<file path="config.mk">
export PLATFORM = sky130hd
export DESIGN_NAME = axis3_sample_fifo
export DESIGN_NICKNAME = d
export VERILOG_FILES = /design/src/rtl/s3f_pkg.sv /design/src/rtl/s3f_store.sv /design/src/rtl/s3f_ctrl.sv /design/src/rtl/s3f_flags.sv /design/src/rtl/axis3_sample_fifo.sv
export SDC_FILE = /design/constraint.sdc
export NUM_CORES = 1
export LEC_CHECK = 0
export ABC_AREA = 0
export ABC_CLOCK_PERIOD_IN_PS = 4220
export BUFFER_PORTS_ARGS = -buffer_cell sky130_fd_sc_hd__buf_2
export CAP_MARGIN = 20
export CORE_AREA = 2 2 324 486
export DETAILED_ROUTE_END_ITERATION = 6
export DIE_AREA = 0 0 326 488
export SYNTH_ARGS = -nofsm -noshare
export SYNTH_HDL_FRONTEND = slang
export SYNTH_HIERARCHICAL = 1
export SYNTH_SLANG_ARGS = --single-unit
</file>
<file path="constraint.sdc">
create_clock -name clk -period 4.22 [get_ports clk]
set_clock_uncertainty 0.1 [all_clocks]
set_input_delay 0 -clock clk [delete_from_list [all_inputs] [get_ports clk]]
set_output_delay 0 -clock clk [all_outputs]
set_load 0.1 [all_outputs]
</file>
<file path="src/rtl/s3f_pkg.sv">
package s3f_pkg;
  typedef enum logic [1:0] {
    MD_OFF  = 2'b00,
    MD_FILL = 2'b01,
    MD_RING = 2'b10,
    MD_CAPT = 2'b11
  } s3f_mode_e;

  typedef enum logic [1:0] {
    TS_ARMED = 2'd0,
    TS_TRIM  = 2'd1,
    TS_HELD  = 2'd2
  } s3f_tstate_e;
endpackage

</file>
<file path="src/rtl/s3f_store.sv">
module s3f_store #(
  parameter int DEPTH = 32,
  parameter int W     = 48,
  localparam int PTR_W = $clog2(DEPTH)
) (
  input  logic             clk,
  input  logic             wr_en,
  input  logic [PTR_W-1:0] wr_addr,
  input  logic [W-1:0]     wr_data,
  input  logic [PTR_W-1:0] rd_addr,
  output logic [W-1:0]     rd_data
);
  // Synchronous write, asynchronous read: distributed RAM inference.
  logic [W-1:0] mem [DEPTH];

  always_ff @(posedge clk) begin
    if (wr_en) mem[wr_addr] <= wr_data;
  end

  assign rd_data = mem[rd_addr];
endmodule

</file>
<file path="src/rtl/s3f_ctrl.sv">
module s3f_ctrl
  import s3f_pkg::*;
#(
  parameter int DEPTH = 32,
  parameter int LVL_W = 5,
  localparam int PTR_W = $clog2(DEPTH),
  localparam int CNT_W = PTR_W + 1
) (
  input  logic             clk,
  input  logic             rst,
  input  logic [1:0]       mode_i,
  input  logic             push_req,
  input  logic             pop_req,
  input  logic             trig_req,
  input  logic [LVL_W-1:0] level,
  output logic             wr_en,
  output logic [PTR_W-1:0] wr_addr,
  output logic [PTR_W-1:0] rd_addr,
  output logic [CNT_W-1:0] cnt_q,
  output logic [CNT_W-1:0] cnt_nxt,
  output logic             busy,
  output logic             taken
);
  s3f_mode_e   md;
  s3f_tstate_e ts_q, ts_d;
  logic [PTR_W-1:0] wr_q, rd_q, wr_d, rd_d;
  logic [CNT_W-1:0] lvl_ext;
  logic full, empty, trimming, fill_like;
  logic take_push, take_pop, evict;

  always_comb begin
    md        = s3f_mode_e'(mode_i);
    lvl_ext   = CNT_W'(level);
    full      = (cnt_q == CNT_W'(DEPTH));
    empty     = (cnt_q == '0);
    trimming  = (ts_q == TS_TRIM);
    fill_like = (md == MD_FILL) || (md == MD_CAPT && ts_q == TS_HELD);
    // empty pops ignored; R8: nothing moves during trim
    take_pop  = pop_req && !empty && (md != MD_OFF) && !trimming;
    take_push = 1'b0;
    if (md != MD_OFF && !trimming)
      take_push = fill_like ? (push_req && !full) : push_req;
    evict     = take_push && full && !take_pop;

    wr_d  = wr_q;
    rd_d  = rd_q;
    cnt_nxt = cnt_q;
    ts_d  = ts_q;
    if (md == MD_OFF) begin                                     // re-arm
      wr_d    = '0;
      rd_d    = '0;
      cnt_nxt = '0;
      ts_d    = TS_ARMED;
    end else if (trimming) begin                                // one-cycle trim
      ts_d = TS_HELD;
      if (cnt_q > lvl_ext) begin
        rd_d    = rd_q + PTR_W'(cnt_q - lvl_ext);
        cnt_nxt = lvl_ext;
      end
    end else begin
      wr_d    = wr_q + PTR_W'(take_push);
      rd_d    = rd_q + PTR_W'(take_pop || evict);
      cnt_nxt = cnt_q + CNT_W'(take_push) - CNT_W'(take_pop) - CNT_W'(evict);
      if (md == MD_CAPT && ts_q == TS_ARMED && trig_req) ts_d = TS_TRIM;
    end
  end

  always_ff @(posedge clk) begin
    if (rst) begin
      wr_q  <= '0;
      rd_q  <= '0;
      cnt_q <= '0;
      ts_q  <= TS_ARMED;
    end else begin
      wr_q  <= wr_d;
      rd_q  <= rd_d;
      cnt_q <= cnt_nxt;
      ts_q  <= ts_d;
    end
  end

  assign wr_en   = take_push;
  assign wr_addr = wr_q;
  assign rd_addr = rd_q;
  assign busy    = trimming;
  assign taken   = (ts_q != TS_ARMED);
endmodule

</file>
<file path="src/rtl/s3f_flags.sv">
module s3f_flags #(
  parameter int CNT_W = 6,
  parameter int LVL_W = 5
) (
  input  logic             clk,
  input  logic             rst,
  input  logic [CNT_W-1:0] cnt_nxt,
  input  logic [LVL_W-1:0] level,
  input  logic             taken,
  input  logic             sel,
  output logic             wmark,
  output logic             irq_a,
  output logic             irq_b
);
  // registered so it lines up with the count register
  always_ff @(posedge clk) begin
    if (rst) wmark <= 1'b0;
    else     wmark <= (level != '0) && (cnt_nxt >= CNT_W'(level));
  end

  // route the trigger indication
  assign irq_a = taken && !sel;
  assign irq_b = taken && sel;
endmodule

</file>
<file path="src/rtl/axis3_sample_fifo.sv">
module axis3_sample_fifo #(
  parameter int DEPTH  = 32,
  parameter int AXIS_W = 16,
  parameter int LVL_W  = 5,
  localparam int PTR_W = $clog2(DEPTH),
  localparam int CNT_W = PTR_W + 1,
  localparam int ENT_W = 3 * AXIS_W
) (
  input  logic              clk,
  input  logic              rst,
  input  logic              smp_valid,
  input  logic [AXIS_W-1:0] smp_x,
  input  logic [AXIS_W-1:0] smp_y,
  input  logic [AXIS_W-1:0] smp_z,
  input  logic              trig_in,
  input  logic [1:0]        mode,
  input  logic [LVL_W-1:0]  level,
  input  logic              trig_sel,
  input  logic              pop,
  output logic [AXIS_W-1:0] head_x,
  output logic [AXIS_W-1:0] head_y,
  output logic [AXIS_W-1:0] head_z,
  output logic [CNT_W-1:0]  count,
  output logic              wmark,
  output logic              busy,
  output logic              trig_taken,
  output logic              irq_a,
  output logic              irq_b
);
  logic             wr_en;
  logic [PTR_W-1:0] wr_addr, rd_addr;
  logic [ENT_W-1:0] rd_data;
  logic [CNT_W-1:0] cnt_nxt;

  s3f_ctrl #(.DEPTH(DEPTH), .LVL_W(LVL_W)) u_ctrl (
    .clk(clk), .rst(rst), .mode_i(mode), .push_req(smp_valid), .pop_req(pop),
    .trig_req(trig_in), .level(level), .wr_en(wr_en), .wr_addr(wr_addr),
    .rd_addr(rd_addr), .cnt_q(count), .cnt_nxt(cnt_nxt), .busy(busy),
    .taken(trig_taken)
  );

  // one entry carries all three axes of a sample
  s3f_store #(.DEPTH(DEPTH), .W(ENT_W)) u_store (
    .clk(clk), .wr_en(wr_en), .wr_addr(wr_addr), .wr_data({smp_x, smp_y, smp_z}),
    .rd_addr(rd_addr), .rd_data(rd_data)
  );

  s3f_flags #(.CNT_W(CNT_W), .LVL_W(LVL_W)) u_flags (
    .clk(clk), .rst(rst), .cnt_nxt(cnt_nxt), .level(level), .taken(trig_taken),
    .sel(trig_sel), .wmark(wmark), .irq_a(irq_a), .irq_b(irq_b)
  );

  assign {head_x, head_y, head_z} = rd_data;
endmodule

</file>
==> qor.csv <==
stage;metric;value;unit
final_layout;share of layout cells above drive strength 1;13.41;%
global_route;vias in the first global route;33010;
power_and_ir_drop;Peak VDD IR;0.0005048;V
critical_path;WP data required;4.77;ns
route;per-cell routed wire length;26.22;µm
critical_path;Worst R2R Path Depth;20;
logic_synthesis;top-area cell type share of the netlist area;74.91;%
critical_path;critical path fanouts, max;3;
route;DR DRC count;0;
power_and_ir_drop;total power;36.23;mW
global_route;largest net degree at the start of global routing;64;
die;die area;0.1591;mm²
sta;Slew Limit Fails;0;
sta;Period Utilization, post-route;96.44;%
die;Initial Utilization;39.78;%
die;Core Region;0.1548;mm²
route;DRT Wirelength;157100;µm
critical_path;CP dominant cell by count;ha_1;
route;remaining antenna violation count;0;
job;Max-Cap Viols;0;
sta;final setup fails;0;
global_route;Total GRT Usage;19.46;%
clock_network;TritonCTS clock tree;done;
critical_path;crit start category;flip-flop;
clock_network;insertion delay to the later sink of the worst-skew pair;0.77;ns
route;routed via count;32970;
logic_synthesis;Synth Flop Type;edfxtp_1;
min_path;Hold Path Class;in -> reg;
logic_synthesis;Yosys cell types;51;
final_layout;Fill cells;13200;
global_route;initial antenna violation count;12;
logic_synthesis;Synth Instances;3531;
logic_synthesis;syn nets;3626;
clock_network;maximum clock path buffer count;3;
final_layout;Finished Core Util;45.57;%
global_route;first-pass GRT wire length;225700;µm
min_path;hold depth;5;
die;I/O pins;120;
placement;DP Wirelength;85970;µm
sta;Worst Tran Pin Value;1.133;ns
logic_synthesis;synthesized cell area;0.06158;mm²
critical_path;CP max-delay cell;fa_1;
logic_synthesis;Post-synth EDFFs;1536;
die;Cell Rows;177;
logic_synthesis;YS warnings;6;
sta;Total Neg Setup Slack;0;ns
logic_synthesis;syn avg cell area;17.44;µm²
logic_synthesis;flops & latches, synth;1555;
sta;post-route minimum period;4.070;ns
sta;Slew HR;24.50;%
logic_synthesis;Yosys top cell by area;edfxtp_1;
power_and_ir_drop;P_leak;22.15;nW
clock_network;htree depth;4;
run_status;status;completed;
route;first-pass iteration count of the detailed router;7;
logic_synthesis;Post-synth ARST share;0;%
die;Die Span X;326;µm
logic_synthesis;sequential element share of the synthesized area;75.52;%
route;post-DR vias/cell;5.502;
sta;FMAX;0.2457;GHz
critical_path;Worst setup EP type;flip-flop;
clock_network;Sink Count;1555;
critical_path;Crit Path Class;reg -> reg;
placement;PortBufs;119;
final_layout;Final #Nets;3912;
critical_path;Cell Chain, Critical Path;inv_1 > ha_1 > nor3b_4 > nand2_1 > a21oi_2 > nor3_2 > a31o_2 > ha_1 > ha_1 > inv_1 > ha_1 > inv_1 > fa_1 > xnor2_1 > nand2_1 > nor3b_2 > ha_1 > a21o_1 > a211oi_2 > a221oi_2;
critical_path;crit path DAT;4.62;ns
clock_network;Post-CTS Setup Inserts;0;
placement;Final GP Congestion;0.7643;
critical_path;CP peak stage delay;0.42;ns
clock_network;Root Driver;clkbuf_16;
power_and_ir_drop;power per cell area;513.6;mW/mm²
route;Iteration-0 DRC Markers;2750;
global_route;total gr overflow;0;
sta;final hold vios;0;
clock_network;Clock Pin Slew Worst Setup and Hold Paths;0.07;ns
final_layout;synthesis-to-layout area growth;14.55;%
logic_synthesis;synth top area cells;edfxtp_1, mux2i_1, a22oi_1;
clock_network;Num CTS Buffers;143;
die;chip height;488;µm
==> Yosys cell counts, types with 5 or more instances <==
master / number
buf_2: 44
nor3_1: 57
a211oi_1: 12
buf_4: 38
a22oi_1: 144
inv_1: 35
xor2_1: 5
nand2b_1: 7
ha_1: 29
clkbuf_1: 62
dfxtp_1: 19
fa_1: 5
buf_1: 7
nand4_1: 5
a21oi_1: 155
nand3_1: 150
nor2_1: 50
nand3b_1: 7
buf_6: 44
edfxtp_1: 1536
mux2i_1: 769
a22o_1: 97
nand2_1: 156
a31oi_1: 51
xnor2_1: 6
==> state kept, by name, indices dropped and copies added, names as in the netlist <==
register and flops:
u_ctrl/cnt_q 6, u_ctrl/rd_addr 5, u_ctrl/ts_q 2, u_ctrl/wr_addr 5, u_flags/wmark 1, u_store/mem 1536
==> final timing paths <==
kind | to | startpoint | slack, ns
max reg2reg | u_flags/wmark$_SDFF_PP0_ | u_ctrl/cnt_q[2]$_SDFF_PP0_ | 0.15
min reg2reg | u_ctrl/wr_addr[0]$_SDFFE_PP0N_ | u_ctrl/wr_addr[0]$_SDFFE_PP0N_ | 0.43
min | u_ctrl/rd_addr[1]$_SDFFE_PP0P_ | rst | 0.13
max | u_flags/wmark$_SDFF_PP0_ | u_ctrl/cnt_q[2]$_SDFF_PP0_ | 0.15
==> final cells by class <==
type | instances | area [µm²] | area share, %
antenna | 3 | 7.507 | 0.01064
clock buffer | 183 | 3771 | 5.346
clock inverter | 76 | 676.9 | 0.9596
inverter | 35 | 131.4 | 0.1862
multi-input combinational | 1743 | 13950 | 19.78
sequential | 1555 | 46520 | 65.95
tap | 2058 | 2575 | 3.650
timing repair buffer | 339 | 2903 | 4.115
==> layer usage <==
| layer | track usage, % | wire [µm] | vias up |
|---|---|---|---|
| met2 | 34.46 | 81280 | 934 |
| met3 | 2.722 | 7627 | 235 |
| met4 | 5.670 | 3922 | 6 |
| met1 | 24.75 | 64230 | 17240 |
| li1 | - | - | 14550 |
| met5 | 0 | 37 | - |
==> layout by cell type, fill, tap and decap left out, types with 4 or more instances in the layout <==
cell and n:
a22oi_1 144, nand4_1 5, a22o_1 97, buf_2 119, buf_12 39, inv_1 35, bufinv_16 9, buf_4 114
a211oi_1 12, xnor2_1 6, clkbuf_16 145, nor3_1 56, nand3b_1 7, dfxtp_1 12, inv_6 8, nor2_1 17
nand3_1 150, clkinv_1 29, nand2_1 155, a21oi_1 154, clkinv_2 20, dlygate4sd3_1 67, a31oi_1 51, dfxtp_2 4
nand2b_1 5, fa_1 5, clkinv_8 4, edfxtp_1 1536, ha_1 29, nor2_4 33, mux2i_1 769, clkbuf_1 38
xor2_1 5
==> metrics by stage <==
step                      setup WS, ns  instance area (µm²)  std cells  hold slack [ns]
after floorplan                 0.1005                61670       3531         -0.03375
after global placement        -0.06848                65390       5663           0.1362
final                           0.1502                70540       5992           0.1348
after global routing          -0.05008                70540       5991           0.1263
after CTS                       0.1538                70520       5989          0.07215
after detailed placement      -0.02224                65390       5663           0.1469
==> worst max-delay path, delay by kind of cell (launching register included) <==
kind                       cells  cell delay (ns)
AOI/OAI and AO/OA              5             0.92
xor gates and xnor gates       1             0.16
DFF                            1             0.34
adders and majority gates      6             1.51
and+or+nand+nor                5             0.71
buffers and inverters          3             0.20
==> logic make-up after synthesis <==
logic type | synth area share (%)
adders and majority gates | 0.7518
AOI/OAI and AO/OA | 5.314
muxes | 12.52
xor gates and xnor gates | 0.1565
buffers and inverters | 2.320
and+or+nand+nor | 3.410
DFF | 75.52
==> what timing repair did <==
action | CTS | global route
gates resized for setup | 1 | 3
hold endpoints to repair | 1555 | 0
hold buffers | 67 | 0
gates cloned | 0 | 0
endpoints found under the setup margin | 1 | 1
==> report_power, final <==
part	switching [mW]	internal [mW]
sequential	0.0928	17.1
combinational	4.31	2.30
clock	5.53	6.91
total	9.93	26.3
Note: power is estimated with default switching activity, not from simulation.
